--- src/rtl/divx_pkg.sv ---
`timescale 1ns/1ps
package divx_pkg;
    localparam int DW    = 16;
    localparam int NSTEP = DW + 2;
    localparam int CW    = $clog2(NSTEP + 1);

    typedef enum logic [2:0] {
        DM_U32  = 3'd0,
        DM_S32  = 3'd1,
        DM_U16  = 3'd2,
        DM_S16  = 3'd3,
        DM_FRAC = 3'd4
    } dmode_e;

    typedef struct packed {
        logic [2*DW-1:0] dvd_mag;
        logic [DW-1:0]   dsr_mag;
        logic            q_neg;
        logic            r_neg;
        logic            is_signed;
    } prep_t;

    typedef struct packed {
        logic [DW-1:0] part;
        logic [DW-1:0] qd;
    } iter_t;

    typedef struct packed {
        logic [DW-1:0] quo;
        logic [DW-1:0] rem;
        logic          dbz;
        logic          ovf;
    } res_t;

    function automatic logic [2*DW-1:0] abs_wide(input logic [2*DW-1:0] v, input logic sgn);
        return (sgn && v[2*DW-1]) ? (~v + 1'b1) : v;
    endfunction

    function automatic logic [DW-1:0] abs_word(input logic [DW-1:0] v, input logic sgn);
        return (sgn && v[DW-1]) ? (~v + 1'b1) : v;
    endfunction
endpackage

--- src/rtl/divx_prep.sv ---
`timescale 1ns/1ps
module divx_prep
    import divx_pkg::*;
(
    input  logic [2:0]    mode,
    input  logic [DW-1:0] hi,
    input  logic [DW-1:0] lo,
    input  logic [DW-1:0] dv,
    output prep_t         prep
);
    logic [2*DW-1:0] ext;
    logic            sgn;

    always_comb begin
        case (dmode_e'(mode))
            DM_U32: begin
                ext = {hi, lo};
                sgn = 1'b0;
            end
            DM_S32: begin
                ext = {hi, lo};
                sgn = 1'b1;
            end
            DM_S16: begin
                ext = {{DW{lo[DW-1]}}, lo};
                sgn = 1'b1;
            end
            DM_FRAC: begin
                ext = {lo[DW-1], lo, {(DW-1){1'b0}}};
                sgn = 1'b1;
            end
            default: begin
                ext = {{DW{1'b0}}, lo};
                sgn = 1'b0;
            end
        endcase
        prep.dvd_mag   = abs_wide(ext, sgn);
        prep.dsr_mag   = abs_word(dv, sgn);
        prep.q_neg     = sgn & (ext[2*DW-1] ^ dv[DW-1]);
        prep.r_neg     = sgn & ext[2*DW-1];
        prep.is_signed = sgn;
    end
endmodule

--- src/rtl/divx_stage.sv ---
`timescale 1ns/1ps
module divx_stage
    import divx_pkg::*;
(
    input  iter_t         cur,
    input  logic [DW-1:0] dsr_mag,
    output iter_t         nxt
);
    logic [DW:0] trial;
    logic [DW:0] diff;
    logic        fits;

    always_comb begin
        trial    = {cur.part, cur.qd[DW-1]};
        diff     = trial - {1'b0, dsr_mag};
        fits     = (trial >= {1'b0, dsr_mag});
        nxt.part = fits ? diff[DW-1:0] : trial[DW-1:0];
        nxt.qd   = {cur.qd[DW-2:0], fits};
    end
endmodule

--- src/rtl/divx_final.sv ---
`timescale 1ns/1ps
module divx_final
    import divx_pkg::*;
(
    input  iter_t it,
    input  prep_t prep,
    input  logic  pre_ovf,
    input  logic  dbz,
    output res_t  res
);
    localparam logic [DW-1:0] NEG_LIMIT = {1'b1, {(DW-1){1'b0}}};

    logic range_bad;

    always_comb begin
        if (prep.is_signed)
            range_bad = prep.q_neg ? (it.qd > NEG_LIMIT) : it.qd[DW-1];
        else
            range_bad = 1'b0;
        res.quo = prep.q_neg ? (~it.qd + 1'b1) : it.qd;
        res.rem = prep.r_neg ? (~it.part + 1'b1) : it.part;
        res.dbz = dbz;
        res.ovf = !dbz && (pre_ovf || range_bad);
    end
endmodule

--- src/rtl/divx_core.sv ---
`timescale 1ns/1ps
module divx_core
    import divx_pkg::*;
(
    input  logic          clk,
    input  logic          rst,
    input  logic          start,
    input  logic          step_en,
    input  logic [2:0]    mode,
    input  logic [DW-1:0] dvd_hi,
    input  logic [DW-1:0] dvd_lo,
    input  logic [DW-1:0] divisor,
    output logic [DW-1:0] quotient,
    output logic [DW-1:0] remainder,
    output logic          busy,
    output logic          done,
    output logic          div_zero,
    output logic          overflow
);
    localparam logic [CW-1:0] LAST_C = CW'(NSTEP - 1);

    logic          busy_q, done_q, pre_ovf_q, dbz_q;
    logic [CW-1:0] cnt_q;
    logic [2:0]    mode_q;
    logic [DW-1:0] hi_q, lo_q, dv_q;
    prep_t         prep_q, prep_w;
    iter_t         it_q, stage_w;
    res_t          res_q, fin_w;

    divx_prep u_prep (
        .mode (mode_q),
        .hi   (hi_q),
        .lo   (lo_q),
        .dv   (dv_q),
        .prep (prep_w)
    );

    divx_stage u_stage (
        .cur     (it_q),
        .dsr_mag (prep_q.dsr_mag),
        .nxt     (stage_w)
    );

    divx_final u_final (
        .it      (it_q),
        .prep    (prep_q),
        .pre_ovf (pre_ovf_q),
        .dbz     (dbz_q),
        .res     (fin_w)
    );

    always_ff @(posedge clk) begin
        if (rst) begin
            busy_q    <= 1'b0;
            done_q    <= 1'b0;
            cnt_q     <= '0;
            mode_q    <= '0;
            hi_q      <= '0;
            lo_q      <= '0;
            dv_q      <= '0;
            prep_q    <= '0;
            it_q      <= '0;
            res_q     <= '0;
            pre_ovf_q <= 1'b0;
            dbz_q     <= 1'b0;
        end else begin
            done_q <= 1'b0;
            if (!busy_q) begin
                if (start) begin
                    mode_q <= mode;
                    hi_q   <= dvd_hi;
                    lo_q   <= dvd_lo;
                    dv_q   <= divisor;
                    cnt_q  <= '0;
                    busy_q <= 1'b1;
                end
            end else if (step_en) begin
                cnt_q <= cnt_q + 1'b1;
                if (cnt_q == '0) begin
                    prep_q    <= prep_w;
                    it_q      <= '{part: prep_w.dvd_mag[2*DW-1:DW], qd: prep_w.dvd_mag[DW-1:0]};
                    pre_ovf_q <= (prep_w.dvd_mag[2*DW-1:DW] >= prep_w.dsr_mag);
                    dbz_q     <= (prep_w.dsr_mag == '0);
                end else if (cnt_q == LAST_C) begin
                    res_q  <= fin_w;
                    busy_q <= 1'b0;
                    done_q <= 1'b1;
                end else begin
                    it_q <= stage_w;
                end
            end
        end
    end

    assign quotient  = res_q.quo;
    assign remainder = res_q.rem;
    assign div_zero  = res_q.dbz;
    assign overflow  = res_q.ovf;
    assign busy      = busy_q;
    assign done      = done_q;


    done_after_busy_chk: assert property (@(posedge clk) disable iff (rst)
        done |-> $past(busy_q));


    busy_drops_chk: assert property (@(posedge clk) disable iff (rst)
        done |-> !busy);


    pause_freeze_chk: assert property (@(posedge clk) disable iff (rst)
        (busy_q && !step_en) |=> (busy_q && $stable(cnt_q) && $stable(it_q) && !done_q));


    start_ignored_chk: assert property (@(posedge clk) disable iff (rst)
        (busy_q && start) |=> ($stable(mode_q) && $stable(dv_q) && $stable(hi_q) && $stable(lo_q)));


    done_pulse_chk: assert property (@(posedge clk) disable iff (rst)
        done |=> !done);


    result_hold_chk: assert property (@(posedge clk) disable iff (rst)
        (!busy_q && !start) |=> ($stable(quotient) && $stable(remainder) && $stable(div_zero) && $stable(overflow)));


    zero_no_ovf_chk: assert property (@(posedge clk) disable iff (rst)
        div_zero |-> !overflow);
endmodule

--- config.mk ---
export PLATFORM = sky130hd
export DESIGN_NAME = divx_core
export DESIGN_NICKNAME = d
export VERILOG_FILES = /design/src/rtl/divx_pkg.sv /design/src/rtl/divx_prep.sv /design/src/rtl/divx_stage.sv /design/src/rtl/divx_final.sv /design/src/rtl/divx_core.sv
export SDC_FILE = /design/constraint.sdc
export NUM_CORES = 1
export LEC_CHECK = 0
export ABC_AREA = 1
export BUFFER_PORTS_ARGS = -buffer_cell sky130_fd_sc_hd__buf_2
export CAP_MARGIN = 40
export CORE_MARGIN = 4
export CORE_UTILIZATION = 48
export CTS_BUF_LIST = sky130_fd_sc_hd__clkbuf_4 sky130_fd_sc_hd__clkbuf_8 sky130_fd_sc_hd__clkbuf_16
export CTS_CLUSTER_DIAMETER = 200
export DETAILED_ROUTE_END_ITERATION = 10
export GPL_TIMING_DRIVEN = 0
export HOLD_SLACK_MARGIN = 0.05
export PLACE_DENSITY_LB_ADDON = 0.25
export SLEW_MARGIN = 25
export SYNTH_ARGS = -nofsm -noshare
export SYNTH_HDL_FRONTEND = slang
export SYNTH_HIERARCHICAL = 1
export SYNTH_SLANG_ARGS = --single-unit
--- constraint.sdc ---
create_clock -name clk -period 6.2 [get_ports clk]
set_input_delay 0.31 -clock clk [delete_from_list [all_inputs] [get_ports clk]]
set_output_delay 0.31 -clock clk [all_outputs]
set_load 0.005 [all_outputs]
---- Word-level counts from Yosys, hierarchy flattened ----
Cells that the tools add are included.
word-level totals
  bits in latches ......................... 0
  input port bits ......................... 55
  bits in registers ....................... 145
  RAM bits ................................ 0
  memory bits (read-only) ................. 0
  memories ................................ 0
cells by class
  bitwise operators ....................... 10
  shift-type cells ........................ 0
  $lt $le $gt $ge ......................... 3
  eq/ne operators ......................... 6
  $mul .................................... 0
  reduce and logical (&&, ||, !) cells .... 17
  mux-type cells .......................... 20
  $add $sub $neg .......................... 6
  divide/modulo/power cells ............... 0
operators by type and width
  kind                   number
  $mux 32                3
  $pmux 32 s3            1
  $mux 16                4
  $add 16x1->16 const B  3
  $not 16->16            3
  $add 32x1->32 const B  1
  $not 32->32            1
  $ge 17x16->1           1
  $ge 16x16->1           1
  $gt 16x16->1 const B   1
  $logic_not 16->1       1
  $sub 16x16->16         1
  $mux 5                 3
  $mux 1                 9
  $reduce_and 3->1       2
  $add 5x1->5 const B    1
  $eq 5x5->1 const B     1
  $logic_not 5->1        1
  $ne 2x2->1 const B     2
  $reduce_and 2->1       2
  $reduce_and 4->1       1
  $reduce_or 4->1        1
  $eq 3x1->1 const B     1
  $eq 3x2->1 const B     1
  other kinds (11)       16

---- Depth between registers and ports, before layout ----
  word-level depth ........................ 7
  gate-level depth with buffers ........... 22
  mapped depth without buffers ............ 22

---- Modules after synthesis ----
Netlist, hierarchy kept.
modules (own cells, without submodules)
  module      times used  sequential area each (µm²)  cells each  area an instance (µm²)
  divx_core   1           3543.4                      892         6884.1
  divx_prep   1           0.0                         344         1735.4
  divx_stage  1           0.0                         285         1475.2
  divx_final  1           0.0                         196         918.4

---- Worst setup path after synthesis ----
No wires, ideal clock.
  path type ............................... reg-to-reg
  start point ............................. reg mode_q[1]
  end point ............................... reg pre_ovf_q
  arrival time ............................ 2.421 ns
  path slack .............................. 3.662 ns
  required time ........................... 6.083 ns
  cell stages (with the launch flop) ...... 20
  path through ............................ dfxtp_1 nor2_2 nand2_2 buf_6 nand2_2 ha_1 nand2_1 nor2_2 nand3_2 o21ai_4 xor2_1 ha_1 nand2_1 inv_1 nand2_1 nor2_1 nor2_1 nand2_1 nand2_1 a21oi_1
RTL lines
  item                      line             source
  start: declaration        divx_core.sv:24  logic [2:0] mode_q;
  start signal: assignment  divx_core.sv:70  mode_q <= mode;
  end signal: assignment    divx_core.sv:82  pre_ovf_q <= (prep_w.dvd_mag[2*DW-1:DW] >= prep_w.dsr_mag);
  end: declaration          divx_core.sv:22  logic busy_q, done_q, pre_ovf_q, dbz_q;

==> impl_metrics.toml <==
[clock_network]
cts_setup_buffers = 0
insertion_delay_ps = 430
postCtsHoldBufs = 0
cts_inserted_buffers = 17
cts_max_path_buffers = 2
cts_sinks = 145
post_cts_resized = 0
ctsHtreeMaxLevel = 4
cts.clk_slew.worst_paths_ps = 60
cts_root_buf = "clkbuf_16"
cts_tree = "done"

[route]
drc = 0
wirelength_um = 27900
routed_via_density = 5.19
wire_per_inst_um = 14.1
via_count = 10300
final_antenna_net_count = 0
drtIter0Drc = 677
drt_first_pass_iters = 6

[setup_path]
critical_path_required_ps = 6550
rrSetupSlack_ps = 3110
cp_common_cell = "nand2_1"
cp.arrival_ps = 3440
slowest_stage = "dfxtp_1"
worstPathCellList = "nor2_2, nand2_2, buf_6, nand2_2, ha_1, nand2_1, nor2_2, nand4_1, nand2_1, nand3_1, nand2_1, nand2_1, ha_1, nand2_1, inv_1, nand3_1, a21oi_1, nor2_1, a21oi_1"
crit_fanout = 10
cpLargestDelayFamily = "simple AND/OR/NAND/NOR gates"
crit_buf_inv = 2
path_class = "flip-flop to flip-flop"
worstSetupEndpointType = "flip-flop"
start_kind = "flip-flop"
slowest_delay_ps = 350

[synth]
netlist_area_sq_um = 9960
syn_nets = 1681
yosysWarnings = 6
netlist_instances = 1586
syn-mean-instance-area_sq_um = 6.28

[grt]
overflow = 0
grt_pass1_wl_um = 46500
grt_pass1_vias = 9498
antenna_found_initial = 0
grt_usage_pct = 23.8
grt_max_degree = 17

[timing]
slew_violations = 0
setup_violations = 0
rsz0062_at_grt = "no"
fmax_mhz = 324
fin_crit_ps = 3090
hold_viol = 0
finalSetupTns_ps = 0
skew_ps = 13.7
finalCritPeriodShare_pct = 49.8
relSlewSlack_pct = 68.1
tightestPinTransition_ps = 476

[placement]
place_congestion = 0.952
portBuffers = 89
dpl.hpwl_um = 21500

[floorplanning]
die_w_um = 152
core_area_sq_um = 20300
fp.dieH_um = 152
rows = 52
start_util_pct = 49.0
ios = 91
die_area_sq_um = 23100

[final_layout]
final_util_pct = 56.2
fin_nets = 1790
regArea_sq_um = 2900
fillers = 2054
multi_input_area_sq_um = 5890
areaGrowthSynthToFinish_pct = 14.7
antennaDiodeCount = 0
final_cell_mix = "nand2_1 (428), nor2_1 (217), inv_1 (156)"
layout_commonest_cell = "nand2_1"
drive_above_1_share_pct = 14.6

[pwr]
finalPower_mw = 3.09
ir_drop_mv = 0.212
powerDensity_nw_per_um2 = 271
p_leak_nw = 5.61

[run]
maxCapViolCount = 0

[min_path]
hp-class = "input port to flip-flop"

[outcome]
status = "finished, final reports clean"
[metal layers]
metal | global-route usage [%] | routed length [um] | up-vias
met2 | 39.6 | 12600 | 372
met3 | 3.56 | 1900 | 56
met4 | 7.53 | 663 | 0
met1 | 32.0 | 12700 | 4546
li1 | - | - | 5278
met5 | 0 | 0 | -
[metrics by stage]
stage / setup WS, ps / instances / hold slack, ps / cell area (sq um)
after floorplan: 3710 / 1586 / 443 / 9960
after global placement: 3240 / 1945 / 445 / 10700
after detailed placement: 3210 / 1946 / 450 / 10700
after CTS: 3160 / 1977 / 96.4 / 11400
after global routing: 2850 / 1977 / 104 / 11400
final: 3110 / 1977 / 102 / 11400
[flip-flops by register name, summed over array words and instances, names as in the netlist, 5 cells and up]
register / cells
it_q: 32
prep_q: 19
dv_q: 16
hi_q: 16
lo_q: 16
quotient: 16
remainder: 16
cnt_q: 5
[worst paths after layout]
check / startpoint / end / depth (start not counted)
max: mode_q[1] / pre_ovf_q / 19
min: divisor[4] / dv_q[4] / 3
max reg2reg: mode_q[1] / pre_ovf_q / 19
min reg2reg: remainder[3] / remainder[3] / 2
[layout make-up]
class                   instances  area share [%]
clock inverters                 8            1.53
repair buffers                 90            3.97
plain buffers                  94            4.79
well taps                     270            2.96
multi-input cells            1183            51.6
flip-flops and latches        145            25.4
clock buffers                  23            4.34
inverters                     164            5.44
[power breakdown]
group	internal, mW	leakage (nW)	total, mW	switching, mW
Clock	0.766	0.327	1.16	0.399
Combinational	0.319	4.09	0.884	0.565
Sequential	0.982	1.19	1.04	0.0625
Total	2.07	5.61	3.09	1.03
[worst min-delay path: cells and delay by family]
family        cells  cell delay, ps
buf+inv           1              70
simple gates      2             110
Note: power is estimated with default switching activity, not from simulation.
